$ cat src/rtl/dcw_pkg.sv
package dcw_pkg;
    typedef enum logic [2:0] {
        ST_IDLE,
        ST_FETCH,
        ST_CHECK,
        ST_ISSUE,
        ST_WAIT_DONE,
        ST_ADVANCE,
        ST_LINK
    } walk_state_e;

    // control word bit positions (decoded by software-built descriptors)
    localparam int CTRL_CB   = 0;
    localparam int CTRL_LINK = 1;
    localparam int CTRL_LIE  = 2;
    localparam int CTRL_RIE  = 3;

    localparam int W_CTRL = 0;
    localparam int W_LEN  = 1;
    localparam int W_SRC  = 2;
endpackage

$ cat src/rtl/dcw_fetch.sv
module dcw_fetch #(
    parameter int ADDR_W = 64,
    parameter int DATA_W = 32,
    parameter int NWORDS = 6
) (
    input  logic                            clk,
    input  logic                            rst_n,
    input  logic                            go,
    input  logic [ADDR_W-1:0]               base,
    output logic                            rd_req,
    output logic [ADDR_W-1:0]               rd_addr,
    input  logic                            rd_valid,
    input  logic [DATA_W-1:0]               rd_data,
    input  logic                            rd_err,
    output logic [NWORDS-1:0][DATA_W-1:0]   words,
    output logic                            fin,
    output logic                            err
);
    localparam int IDX_W = $clog2(NWORDS);
    localparam int BYTES = DATA_W / 8;
    localparam logic [IDX_W-1:0] LAST = IDX_W'(NWORDS - 1);

    logic [IDX_W-1:0] idx;
    logic             waiting;

    assign rd_req  = go && !waiting && !fin;
    assign rd_addr = base + ADDR_W'(idx) * ADDR_W'(BYTES);

    always_ff @(posedge clk or negedge rst_n) begin
        if (!rst_n) begin
            idx     <= '0;
            waiting <= 1'b0;
            fin     <= 1'b0;
            err     <= 1'b0;
        end else if (!go) begin
            idx     <= '0;
            waiting <= 1'b0;
            fin     <= 1'b0;
            err     <= 1'b0;
        end else begin
            if (rd_req) begin
                waiting <= 1'b1;
            end
            if (waiting && rd_valid) begin
                waiting <= 1'b0;
                if (rd_err) begin
                    err <= 1'b1;
                    fin <= 1'b1;
                end else if (idx == LAST) begin
                    fin <= 1'b1;
                end else begin
                    idx <= idx + 1'b1;
                end
            end
        end
    end

    for (genvar g = 0; g < NWORDS; g++) begin : g_word
        always_ff @(posedge clk or negedge rst_n) begin
            if (!rst_n) begin
                words[g] <= '0;
            end else if (go && waiting && rd_valid && !rd_err && idx == IDX_W'(g)) begin
                words[g] <= rd_data;
            end
        end
    end
endmodule

$ cat src/rtl/dcw_ptr.sv
module dcw_ptr #(
    parameter int ADDR_W     = 64,
    parameter int DESC_BYTES = 24
) (
    input  logic              clk,
    input  logic              rst_n,
    input  logic              init_en,
    input  logic [ADDR_W-1:0] init_base,
    input  logic              init_cyc,
    input  logic              adv_en,
    input  logic              link_en,
    input  logic [ADDR_W-1:0] link_ptr,
    output logic [ADDR_W-1:0] ptr,
    output logic              cyc
);
    function automatic logic [ADDR_W-1:0] align4(input logic [ADDR_W-1:0] a);
        return {a[ADDR_W-1:2], 2'b00};
    endfunction

    always_ff @(posedge clk or negedge rst_n) begin
        if (!rst_n) begin
            ptr <= '0;
            cyc <= 1'b0;
        end else if (init_en) begin
            ptr <= align4(init_base);
            cyc <= init_cyc;
        end else if (link_en) begin
            ptr <= align4(link_ptr);
            cyc <= ~cyc;
        end else if (adv_en) begin
            ptr <= ptr + ADDR_W'(DESC_BYTES);
        end
    end
endmodule

$ cat src/rtl/desc_chain_walker.sv
module desc_chain_walker
    import dcw_pkg::*;
#(
    parameter int ADDR_W = 64,
    parameter int DATA_W = 32
) (
    input  logic              clk,
    input  logic              rst_n,
    input  logic              chan_init,
    input  logic [ADDR_W-1:0] init_base,
    input  logic              init_cycle,
    input  logic              doorbell,
    output logic              rd_req,
    output logic [ADDR_W-1:0] rd_addr,
    input  logic              rd_valid,
    input  logic [DATA_W-1:0] rd_data,
    input  logic              rd_err,
    output logic              xfer_req,
    output logic [ADDR_W-1:0] xfer_src,
    output logic [ADDR_W-1:0] xfer_dst,
    output logic [DATA_W-1:0] xfer_len,
    input  logic              xfer_done,
    output logic              irq_done_local,
    output logic              irq_done_remote,
    output logic              irq_abort,
    output logic              busy,
    output logic              cycle_state
);
    localparam int AW_WORDS   = ADDR_W / DATA_W;
    localparam int W_DST      = W_SRC + AW_WORDS;
    localparam int NWORDS     = 2 + 2 * AW_WORDS;
    localparam int DESC_BYTES = NWORDS * (DATA_W / 8);

    walk_state_e state, state_nx;

    logic [NWORDS-1:0][DATA_W-1:0] fw;
    logic              f_fin, f_err, f_go;
    logic [ADDR_W-1:0] ptr;
    logic              cyc;
    logic [ADDR_W-1:0] d_src, d_dst;
    logic [DATA_W-1:0] d_len;
    logic              d_cb, d_link, d_lie, d_rie;
    logic              cb_ok, len_zero;
    logic              init_en, adv_en, link_en;

    always_comb begin
        for (int k = 0; k < AW_WORDS; k++) begin
            d_src[k*DATA_W +: DATA_W] = fw[W_SRC + k];
            d_dst[k*DATA_W +: DATA_W] = fw[W_DST + k];
        end
    end

    assign d_len    = fw[W_LEN];
    assign d_cb     = fw[W_CTRL][CTRL_CB];
    assign d_link   = fw[W_CTRL][CTRL_LINK];
    assign d_lie    = fw[W_CTRL][CTRL_LIE];
    assign d_rie    = fw[W_CTRL][CTRL_RIE];
    assign cb_ok    = (d_cb == cyc);
    assign len_zero = (d_len == '0);

    dcw_fetch #(
        .ADDR_W (ADDR_W),
        .DATA_W (DATA_W),
        .NWORDS (NWORDS)
    ) fetch_i (
        .clk      (clk),
        .rst_n    (rst_n),
        .go       (f_go),
        .base     (ptr),
        .rd_req   (rd_req),
        .rd_addr  (rd_addr),
        .rd_valid (rd_valid),
        .rd_data  (rd_data),
        .rd_err   (rd_err),
        .words    (fw),
        .fin      (f_fin),
        .err      (f_err)
    );

    dcw_ptr #(
        .ADDR_W     (ADDR_W),
        .DESC_BYTES (DESC_BYTES)
    ) ptr_i (
        .clk       (clk),
        .rst_n     (rst_n),
        .init_en   (init_en),
        .init_base (init_base),
        .init_cyc  (init_cycle),
        .adv_en    (adv_en),
        .link_en   (link_en),
        .link_ptr  (d_src),
        .ptr       (ptr),
        .cyc       (cyc)
    );

    // state register
    always_ff @(posedge clk or negedge rst_n) begin
        if (!rst_n) begin
            state <= ST_IDLE;
        end else begin
            state <= state_nx;
        end
    end

    // transitions
    always_comb begin
        state_nx = state;
        unique case (state)
            ST_IDLE:      if (doorbell) state_nx = ST_FETCH;
            ST_FETCH:     if (f_fin) state_nx = f_err ? ST_IDLE : ST_CHECK;
            ST_CHECK: begin
                if (!cb_ok)       state_nx = ST_IDLE;
                else if (d_link)  state_nx = ST_LINK;
                else if (len_zero) state_nx = ST_IDLE;
                else              state_nx = ST_ISSUE;
            end
            ST_ISSUE:     state_nx = ST_WAIT_DONE;
            ST_WAIT_DONE: if (xfer_done) state_nx = ST_ADVANCE;
            ST_ADVANCE:   state_nx = ST_FETCH;
            ST_LINK:      state_nx = ST_FETCH;
            default:      state_nx = ST_IDLE;
        endcase
    end

    // outputs
    always_comb begin
        f_go            = (state == ST_FETCH);
        busy            = (state != ST_IDLE);
        init_en         = (state == ST_IDLE) && chan_init;
        adv_en          = (state == ST_ADVANCE);
        link_en         = (state == ST_LINK);
        xfer_req        = (state == ST_ISSUE);
        irq_done_local  = (state == ST_ADVANCE) && d_lie;
        irq_done_remote = (state == ST_ADVANCE) && d_rie;
        irq_abort       = ((state == ST_FETCH) && f_fin && f_err) ||
                          ((state == ST_CHECK) && cb_ok && !d_link && len_zero);
        xfer_src        = d_src;
        xfer_dst        = d_dst;
        xfer_len        = d_len;
        cycle_state     = cyc;
    end
endmodule

$ cat config.mk
export PLATFORM = sky130hd
export DESIGN_NAME = desc_chain_walker
export DESIGN_NICKNAME = d
export VERILOG_FILES = /design/src/rtl/dcw_pkg.sv /design/src/rtl/dcw_fetch.sv /design/src/rtl/dcw_ptr.sv /design/src/rtl/desc_chain_walker.sv
export SDC_FILE = /design/constraint.sdc
export NUM_CORES = 1
export LEC_CHECK = 0
export ABC_AREA = 1
export BUFFER_PORTS_ARGS = -buffer_cell sky130_fd_sc_hd__buf_2
export CORE_MARGIN = 3
export CORE_UTILIZATION = 39
export DETAILED_ROUTE_END_ITERATION = 16
export GPL_ROUTABILITY_DRIVEN = 0
export SYNTH_ARGS = -nofsm -noshare
export SYNTH_HDL_FRONTEND = slang
export SYNTH_HIERARCHICAL = 1
export SYNTH_SLANG_ARGS = --single-unit
export TNS_END_PERCENT = 50
$ cat constraint.sdc
create_clock -name clk -period 3.3 [get_ports clk]
set_input_delay 0.66 -clock clk [delete_from_list [all_inputs] [get_ports clk]]
set_output_delay 0.66 -clock clk [all_outputs]
set_load 0.1 [all_outputs]
Word-level counts from Yosys, hierarchy flattened

Index checks and enable logic that the tools add are counted.
W data, S select, Z words.

Add/sub/neg operators: 3
Eq/ne operators: 21
Mux-type cells: 27
Bitwise gates (word level): 1
Reductions and logical operators: 36

Operators with widths:

| kind                    | count |
|---|---|
| $mux W64                | 3 |
| $add A64 B5 Y64         | 1 |
| $add A64 B5 Y64 const B | 1 |
| $logic_not A32 Y1       | 1 |
| $mux W3                 | 9 |
| $logic_and A1 B1 Y1     | 20 |
| $pmux W3 S6             | 1 |
| $eq A3 B3 Y1 const B    | 5 |
| $ne A2 B2 Y1 const B    | 7 |
| $eq A3 B2 Y1 const B    | 4 |
| $mux W1                 | 12 |
| $eq A3 B1 Y1 const B    | 2 |
| $logic_not A3 Y1        | 2 |
| $ne A3 B3 Y1 const B    | 2 |
| $reduce_and A3 Y1       | 2 |
| $reduce_bool A3 Y1      | 2 |
| $logic_not A1 Y1        | 4 |
| $mux W2                 | 2 |
| $reduce_and A2 Y1       | 2 |
| $add A3 B1 Y3 const B   | 1 |
| $reduce_bool A2 Y1      | 1 |
| $reduce_or A2 Y1        | 1 |
| $eq A1 B1 Y1            | 1 |
| $logic_or A1 B1 Y1      | 1 |
| $not A1 Y1              | 1 |

Register bits: 238
Output and inout bits: 231
Logic and storage cells: 101

Longest topological paths before layout

Gate-level depths: netlist of the first run.

Depth after elaboration: 6
Depth in mapped cells: 14
Depth with buffers taken out: 14

Cells and area by module

Netlist of the first run, hierarchy kept.

By module, submodules not included:

| module            | times used | cells an instance | area each (sq um) | sequential area each (sq um) |
|---|---|---|---|---|
| dcw_fetch         | 1          | 1,175             | 9,331.4           | 4,954.8 |
| dcw_ptr           | 1          | 1,008             | 5,769.3           | 1,576.5 |
| desc_chain_walker | 1          | 81                | 416.6             | 75.1 |

Worst setup path after synthesis of the first run

OpenSTA, ideal clock, no wires.

Path kind: flip-flop to output port
Start point: register fetch_i.idx[0]
End point: output port rd_addr[34]
Arrival: 3.292 ns
Required time: 2.640 ns
Path slack: -0.652 ns
Stages on the path, launching flop included: 9
Path buffers: 0
Cells stage by stage: dfrtp_1 -> ha_1 -> inv_1 -> fa_1 -> o21ai_2 -> nand2_1 -> nor2_1 -> nand2_1 -> xnor2_1

Word-level cells in the longest chain between the ends: 1

Ends and longest elaborated chain:

| element                | RTL line                | source |
|---|---|---|
| from (decl)            | dcw_fetch.sv:23         | `logic [IDX_W-1:0] idx;` |
| from (signal assigned) | dcw_fetch.sv:52         | `idx <= idx + 1'b1;` |
| $add A64 B5 Y64        | dcw_fetch.sv:27         | `assign rd_addr = base + ADDR_W'(idx) * ADDR_W'(BYTES);` |
| to (decl)              | desc_chain_walker.sv:14 | `output logic [ADDR_W-1:0] rd_addr,` |

Every way passes these cells.

Worst setup path after layout of the first run

Start point: register ptr_i.ptr[2]
End point: output port rd_addr[58]

Word-level cells in the longest chain between the ends: 1

Ends and longest elaborated chain:

| element                | RTL line        | source |
|---|---|---|
| from (decl)            | dcw_ptr.sv:13   | `output logic [ADDR_W-1:0] ptr,` |
| from (signal assigned) | dcw_ptr.sv:25   | `ptr <= align4(init_base);` |
| from (signal assigned) | dcw_ptr.sv:28   | `ptr <= align4(link_ptr);` |
| from (signal assigned) | dcw_ptr.sv:31   | `ptr <= ptr + ADDR_W'(DESC_BYTES);` |
| $add A64 B5 Y64        | dcw_fetch.sv:27 |  |

Every way passes these cells.

==> impl_metrics.csv, run 1 <==
group,metric,value,unit
status,outcome,"complete, no violations",
final_layout,area_delta_synth_final,29.2,%
critical_path,critPathLaunchType,"flop",
critical_path,critPathRequiredTime,2.64,ns
power_and_ir_drop,power_density,873,nW/um2
clocking,root_buffer,"clkbuf_16",
critical_path,cp-end-kind,"primary output",
timing,whs,0.135,ns
clocking,cts.sinks,236,
drt,drc,0,
critical_path,crit_type,"reg -> out",
drt,drt_iter0_markers,1293,
grt,gr-total-overflow,0,
floorplanning,die_w,199,um
drt,first_pass_iters,5,
logic_synthesis,netlist_instances,2176,
final_layout,drive_gt1_share,21.5,%
power_and_ir_drop,vdd_ir_drop_max,494,uV
clocking,cts_tree,"done",
timing,worst_slew_pin_slew,0.759,ns
clocking,numCtsBuffers,25,
drt,routedWlPerCell,18.7,um
place,dpl.hpwl,43500,um
timing,drv_slew,0,
place,io_buffers,330,
hold_path,hold_class,"in -> async",
drt,detail-route-antenna-nets,0,
timing,setup_violations,0,
logic_synthesis,syn_area_per_cell,6.69,um2
grt,grt_pass1_wl,84700,um
critical_path,ff2ff_setup_slack,0.89,ns
clocking,clk_pin_slew,0.06,ns
run,cap_violations,0,
timing,finalClockSkew,0.0137,ns
clocking,cts-htree-levels,1,
floorplanning,start_util,39.7,%
grt,grt_antenna_before_repair,7,
final_layout,fillers,3623,
critical_path,worstPathArrival,2.58,ns
drt,wirelength,56100,um
drt,met2_length,25000,um
timing,fin_crit_sh,98.2,%
timing,slew_headroom,49.4,%
timing,rsz0062_at_grt,"yes",
final_layout,nets,2622,
drt,m1WireLength,23700,um
grt,grt_use_total,27.6,%
grt,grt_max_degree,94,
final_layout,instances_no_fill,2996,
drt,via_count,15600,
floorplanning,num_io_pins,335,
logic_synthesis,yosys_warnings,6,
timing,finalCriticalPeriod,3.24,ns
logic_synthesis,synth_area,14600,um2
timing,hold_violations,0,
critical_path,reg2reg_depth,12,
clocking,cts_buffer_depth,3,
drt,met3_length,5540,um
clocking,insertion_delay,0.53,ns
final_layout,layout_common_cells,"nand2_1, nor2_1, buf_2",
floorplanning,rows,70,
floorplanning,fp.dieH,199,um
timing,timing.fmax,0.309,GHz
critical_path,critPathMaxFanout,6,
grt,grt_pass1_vias,14700,
place,dp.cells,2939,
drt,highest_layer,"met5",
final_layout,final_common_cell,"nand2_1",
floorplanning,dieArea,39700,um2
floorplanning,core_area,36700,um2
drt,viasPerCell,5.20,
power_and_ir_drop,leakagePower,9.47,nW
[where the power goes]
part           switching [W]  internal, W  total (W)
logic                0.00645      0.00258    0.00903
clock network        0.00119      0.00166    0.00284
registers            0.00114      0.00339    0.00453
total                0.00878      0.00763     0.0164
[cell type report]
| type | count | area (um2) | area share [%] |
|---|---|---|---|
| antenna | 3 | 7.51 | 0.0399 |
| clock buffer | 34 | 709 | 3.77 |
| clock inverter | 10 | 105 | 0.559 |
| inverter | 178 | 676 | 3.59 |
| multi-input combinational | 1688 | 8030 | 42.7 |
| sequential | 236 | 5910 | 31.5 |
| tap | 468 | 586 | 3.11 |
| timing repair buffer | 379 | 2780 | 14.8 |
[registers in the layout, summed over array words and instances, names as in the netlist]
signal           flops
state                3
fetch_i/words      164
fetch_i/err          1
fetch_i/waiting      1
ptr_i/ptr           62
fetch_i/idx          3
ptr_i/cyc            1
fetch_i/fin          1
[path summary, 6_finish.rpt]
| path | startpoint | to |
|---|---|---|
| min reg2reg | fetch_i/words[185] | fetch_i/words[185] |
| min | rst_n | fetch_i/words[163] |
| max | ptr_i/ptr[2] | rd_addr[58] |
| max reg2reg | state[0] | ptr_i/ptr[16] |
| min in group clk | init_base[14] | ptr_i/ptr[14] |
| max in group asynchronous | rst_n | ptr_i/ptr[31] |
[metal layers]
metal | up-vias | global-route usage [%]
met4 | 8 | 8.43
li1 | 7522 | -
met2 | 753 | 43.8
met3 | 111 | 6.04
met1 | 7193 | 38.1
met5 | - | 0
[timing repair]
action | CTS | global route
cloned | 0 | 0
hold buffers | 0 | 0
gates resized for setup | 29 | 66
setup buffers | 7 | 3
pin swaps | 7 | 14
setup endpoints to repair | 44 | 43
[stage by stage]
step	setup TNS (ns)	power [W]	utilization [%]	cell area, um2	setup WS (ns)
after floorplan	-2.94	0.0104	-	14700	-0.359
after global routing	-0.471	0.0172	51.2	18800	-0.0797
after global placement	0	0.0133	47.8	17600	0.214
after detailed placement	0	0.0133	47.8	17600	0.156
final	0	0.0164	51.2	18800	0.0586
after CTS	-0.00785	0.0163	50.5	18500	-0.00716
[worst max-delay path: stages, from the launching register on]
cell     delay [ns]
dfrtp_1        0.43
ha_4           0.17
inv_2          0.04
fa_2           0.36
o21ai_4        0.18
buf_12         0.15
nand2_4        0.07
nor3_2         0.12
buf_4          0.18
nand3_1        0.09
nand2_2        0.09
buf_12         0.17
Power figures use the tool's default switching activity.
==> run 2: changes to the inputs <==
CORE_MARGIN = 2   (was 3)
clock period = 2.7 ns   (was 3.3 ns; I/O delays follow)
==> run 2 against run 1 <==
The run now ends with setup timing left. Global-route usage rose by 1.9 points. First-iteration DRC count grew 11%. Final area grew 8.2%. Final cell count is 2.3% higher. Setup slack lost 0.52 ns. Utilization is 4.2 points higher. Die area decreased by 2.0%. Non-clock buffer count up 68. Critical path type unchanged.
==> impl_metrics.csv, run 2 (synthesis results as in run 1) <==
group,metric,value,unit
hold_path,hold_class,"in -> reg",
floorplanning,rows,70,
power_and_ir_drop,sequentialPowerShare,24.6,%
place,io_buffers,330,
drt,wirelength,57800,um
place,dpl-instance-area,18700,um2
final_layout,final_common_cell,"nand2_1",
drt,routedWlPerCell,18.9,um
critical_path,worstPathArrival,2.62,ns
clocking,clk_pin_slew,0.06,ns
clocking,cts-htree-levels,1,
floorplanning,start_util,39.7,%
clocking,root_buffer,"clkbuf_16",
power_and_ir_drop,p_int,0.0104,W
status,violations,"setup timing",
grt,grt_use_total,29.5,%
grt,gr-total-overflow,0,
final_layout,area_delta_synth_final,39.7,%
final_layout,drive_gt1_share,26.9,%
final_layout,largest_reg_flops,164,
floorplanning,num_io_pins,335,
place,dp_slack,0.00520,ns
clocking,cts_tree,"done",
final_layout,nets,2691,
floorplanning,die_w,197,um
clocking,numCtsBuffers,26,
critical_path,critPathMaxFanout,4,
drt,viasPerCell,5.25,
critical_path,critPathRequiredTime,2.16,ns
timing,whs,0.283,ns
grt,grt_max_degree,84,
critical_path,crit_type,"reg -> out",
power_and_ir_drop,vdd_ir_drop_max,605,uV
final_layout,final_cell_area,20300,um2
critical_path,cp-end-kind,"primary output",
power_and_ir_drop,pwr-share-clk,17.1,%
final_layout,instances_no_fill,3065,
floorplanning,fp.dieH,197,um
power_and_ir_drop,power_density,1060,nW/um2
drt,drc,0,
power_and_ir_drop,p_comb_share,58.3,%
critical_path,path_buf_inv,4,
final_layout,regMostFlops,"fetch_i/words",
critical_path,cp_top_family,"adder cells",
floorplanning,dieArea,38900,um2
final_layout,layout_common_cells,"nand2_1, nor2_1, buf_2",
timing,layout_setup_ws,-0.458,ns
timing,rsz0062_at_grt,"yes",
timing,slew_headroom,57.0,%
critical_path,critPathLaunchType,"flop",
timing,finalCriticalPeriod,3.16,ns
timing,drv_slew,0,
timing,timing.fmax,0.317,GHz
final_layout,reg_top3,"fetch_i/words (164), ptr_i/ptr (62)",
place,dpl.hpwl,44800,um
clocking,cts.sinks,236,
timing,hold_violations,0,
drt,via_count,16100,
grt,grt_antenna_before_repair,11,
critical_path,crit_slowest_cell,"fa_2",
power_and_ir_drop,leakagePower,10.1,nW
run,cap_violations,0,
timing,worst_slew_pin_slew,0.644,ns
critical_path,crit_path_max_incr_delay,0.38,ns
power_and_ir_drop,swShare,51.6,%
place,dp.cells,2989,
critical_path,worstPathCellList,"ha_2 -> inv_2 -> fa_2 -> o21ai_4 -> buf_6 -> nand2_8 -> nor2_4 -> buf_4 -> xor2_4 -> buf_12",
drt,drt_iter0_markers,1430,
grt,grt_pass1_vias,15400,
clocking,insertion_delay,0.55,ns
timing,fin_crit_sh,117,%
timing,setup_violations,59,
drt,first_pass_iters,5,
floorplanning,core_area,36700,um2
timing,fin_tns_setup,-15.58,ns
drt,detail-route-antenna-nets,0,
power_and_ir_drop,p_switching,0.0111,W
status,outcome,"finished, violations left",
timing,finalClockSkew,0.0226,ns
grt,grt_pass1_wl,88400,um
clocking,cts_buffer_depth,3,
-- run 2: changes by cell type in the layout (fill, tap and decap cells not counted), sizes merged --
cell         before  now
buf             377  446
bufinv            2    3
clkbuf           36   35
clkinv           10    9
clkinvlp          2    1
diode             3    4
dlygate4sd3       0    1
-- run 2: final timing paths --
kind,start,endpoint,cells past startpoint,slack [ns]
max,ptr_i/ptr[2],rd_addr[16],10,-0.46
min,init_base[14],ptr_i/ptr[14],3,0.28
max reg2reg,state[0],ptr_i/ptr[18],11,0.32
min reg2reg,fetch_i/words[145],fetch_i/words[145],2,0.49
max in group asynchronous,rst_n,fetch_i/words[127],3,1.32
min in group asynchronous,rst_n,fetch_i/words[140],2,0.53
-- run 2: area by class of cell --
| type | instances | area, um2 |
|---|---|---|
| inverter | 178 | 681 |
| timing repair buffer | 447 | 3630 |
| multi-input combinational | 1688 | 8620 |
| clock buffer | 35 | 734 |
| tap | 468 | 586 |
| sequential | 236 | 5930 |
| fill | 3558 | 16400 |
| clock inverter | 9 | 141 |
| antenna | 4 | 10.0 |
-- run 2: metal layers --
metal	share of wire (%)	routed length, um	global-route usage (%)
met1	41	23800	39.2
met5	0.15	88	0
met3	9.1	5260	6.49
met4	4.4	2550	11.3
met2	45	26100	47.2
-- run 2: worst register-to-register path, stage by stage (launching register included) --
cell and delay [ns]:
dfrtp_1 0.44, inv_2 0.12, nand2_1 0.08, nor2_1 0.13, inv_1 0.10, nor2_4 0.20
nor2_2 0.08, inv_1 0.13, nor2_4 0.05, inv_1 0.44, o21ai_0 0.31, o21ai_0 0.21
-- run 2: power by group through the flow --
stage	sequential [W]	clock, W	combinational [W]
finish	0.00530	0.00368	0.0126
global route	0.00537	0.00386	0.0134
CTS	0.00523	0.00373	0.0125
detailed placement	0.00528	0	0.0122
global placement	0.00526	0	0.0121
floorplan	0.00596	0	0.00698
-- run 2: metrics by stage --
step           util (%)  power, W
2_1_floorplan         -    0.0129
3_3_place_gp       50.9    0.0174
3_5_place_dp       50.9    0.0174
4_1_cts            54.9    0.0215
5_1_grt            55.4    0.0226
6_report           55.4    0.0216
-- run 2: repair_timing --
action                                  4_1_cts  5_1_grt
endpoints found under the setup margin       60       61
endpoints found under the hold margin        62        0
setup buffers                                20        7
gates resized for setup                     134       23
gates cloned                                  0        0
pin swaps                                    47       23
hold buffers                                  1        0
==> run 3: changes to the inputs <==
CTS_CLUSTER_SIZE = 28   (was default)
REMOVE_ABC_BUFFERS = 1   (was default)
TNS_END_PERCENT = default   (was 50)
==> run 3 against run 2 <==
The run still ends with setup timing left. Final cell count rose by 0.88%. Power up 3.4%. Non-clock buffer count rose by 18. First-iteration DRC count rose by 21%. Sequential cell count unchanged. Combinational power is essentially flat. Sequential power increased by 4.5%. Sequential share of layout area fell by 0.67 points. Register-to-register slack gained 0.09 ns. Setup slack worse by 0.14 ns. Maximum frequency shrank 4.1%. Critical endpoint is now rd_addr[32].
==> impl_metrics.csv, run 3 (synthesis results as in run 1) <==
group,metric,value,unit
floorplanning,num_io_pins,335,
final_layout,largest_reg_flops,164,
timing,timing.fmax,0.304,GHz
critical_path,critPathRequiredTime,2.16,ns
status,outcome,"finished, violations left",
grt,grt_use_total,29.2,%
timing,layout_setup_ws,-0.594,ns
grt,gr-total-overflow,0,
grt,grt_antenna_before_repair,12,
status,violations,"setup timing",
clocking,cts_tree,"done",
timing,finalCriticalPeriod,3.29,ns
grt,grt_pass1_vias,15500,
power_and_ir_drop,pwr-share-clk,17.8,%
final_layout,nets,2710,
final_layout,layout_common_cells,"nand2_1, nor2_1, buf_2",
drt,drc,0,
timing,slew_headroom,55.3,%
drt,first_pass_iters,6,
timing,fin_crit_sh,122,%
timing,drv_slew,0,
final_layout,drive_gt1_share,29.5,%
place,dp_slack,-0.137,ns
clocking,numCtsBuffers,27,
timing,rsz0062_at_grt,"yes",
power_and_ir_drop,vdd_ir_drop_max,1370,uV
critical_path,critPathLaunchType,"flop",
grt,grt_pass1_wl,88400,um
floorplanning,core_area,36700,um2
critical_path,critPathMaxFanout,5,
hold_path,hold_class,"in -> reg",
drt,viasPerCell,5.32,
place,io_buffers,330,
final_layout,final_util,56.9,%
drt,wirelength,59100,um
critical_path,worstPathArrival,2.75,ns
final_layout,regMostFlops,"fetch_i/words",
timing,worst_slew_pin_slew,0.671,ns
timing,setup_violations,60,
place,dpl-instance-area,18200,um2
final_layout,final_cell_area,20900,um2
critical_path,crit_type,"reg -> out",
drt,drt_iter0_markers,1730,
final_layout,reg_top3,"fetch_i/words (164), ptr_i/ptr (62)",
power_and_ir_drop,sequentialPowerShare,24.8,%
drt,detail-route-antenna-nets,0,
clocking,cts-htree-levels,1,
final_layout,area_delta_synth_final,43.3,%
power_and_ir_drop,leakagePower,10.3,nW
power_and_ir_drop,p_int,0.0108,W
clocking,cts.sinks,236,
clocking,root_buffer,"clkbuf_16",
floorplanning,rows,70,
power_and_ir_drop,swShare,51.4,%
grt,grt_max_degree,71,
floorplanning,die_w,197,um
power_and_ir_drop,p_switching,0.0115,W
final_layout,final_common_cell,"nand2_1",
place,dpl.hpwl,43500,um
clocking,cts_buffer_depth,3,
floorplanning,start_util,39.7,%
timing,finalClockSkew,0.0254,ns
power_and_ir_drop,power_density,1070,nW/um2
floorplanning,dieArea,38900,um2
floorplanning,fp.dieH,197,um
drt,routedWlPerCell,19.1,um
timing,hold_violations,0,
clocking,clk_pin_slew,0.06,ns
critical_path,cp-end-kind,"primary output",
clocking,insertion_delay,0.56,ns
power_and_ir_drop,p_comb_share,57.3,%
final_layout,fillers,3454,
drt,via_count,16400,
run,cap_violations,0,
## run 3: cell types whose count changed in the layout (fill, tap and decap cells not counted), sizes merged
cell | before | now
clkinv | 9 | 10
bufinv | 3 | 4
diode | 4 | 7
clkbuf | 35 | 40
buf | 446 | 462
clkinvlp | 1 | 2
## run 3: timing repair
item | 4_1_cts | 5_1_grt
setup buffers | 22 | 25
gates resized for setup | 222 | 100
setup endpoints to repair | 62 | 64
hold endpoints to repair | 33 | 0
pin swaps | 50 | 49
hold buffers | 1 | 0
## run 3: path summary, 6_finish.rpt
check	endpoint	cells past startpoint	slack, ns	start
hold reg to reg	fetch_i/words[187]	2	0.48	fetch_i/words[187]
setup / recovery	rd_addr[32]	10	-0.59	ptr_i/ptr[2]
max in group asynchronous	fetch_i/words[85]	3	1.35	rst_n
setup reg to reg	ptr_i/ptr[56]	13	0.41	ptr_i/ptr[26]
min in group asynchronous	fetch_i/words[128]	2	0.53	rst_n
hold / removal	ptr_i/ptr[14]	3	0.27	init_base[14]
## run 3: critical path, stage by stage (launching register included)
cell     delay, ns
dfrtp_1       0.36
ha_2          0.19
inv_2         0.04
fa_2          0.42
o21ai_4       0.27
buf_4         0.18
nand2_4       0.07
nor2_4        0.14
nand2_1       0.11
xnor2_2       0.20
buf_12        0.20
## run 3: layer usage
metal | share of wire [%] | track usage, %
met1 | 42 | 39.5
met2 | 45 | 46.5
met3 | 8.2 | 4.71
met4 | 4.8 | 12.0
met5 | 0.098 | 0
## run 3: power by group through the flow
stage	registers, W	clock network, W	logic, W
global route	0.00555	0.00417	0.0135
global placement	0.00538	0	0.0117
CTS	0.00541	0.00405	0.0124
detailed placement	0.00539	0	0.0117
floorplan	0.00583	0	0.00669
finish	0.00554	0.00397	0.0128
## run 3: cell type report
type	instances	area (um2)	area share, %
antenna	7	17.5	0.0840
multi-input combinational	1688	8800	42.2
inverter	178	683	3.27
clock inverter	12	184	0.882
sequential	236	5950	28.5
clock buffer	38	787	3.77
timing repair buffer	465	3860	18.5
tap	468	586	2.81
## run 3: through the flow
step | instances | hold slack, ns | power (W) | setup TNS [ns]
after global placement | 2994 | 0.463 | 0.0170 | -0.785
final | 3092 | 0.265 | 0.0223 | -21.92
after global routing | 3090 | 0.272 | 0.0232 | -27.29
after detailed placement | 2994 | 0.468 | 0.0171 | -1.30
after floorplan | 2102 | 0.244 | 0.0125 | -274.64
after CTS | 3063 | 0.236 | 0.0218 | -17.01
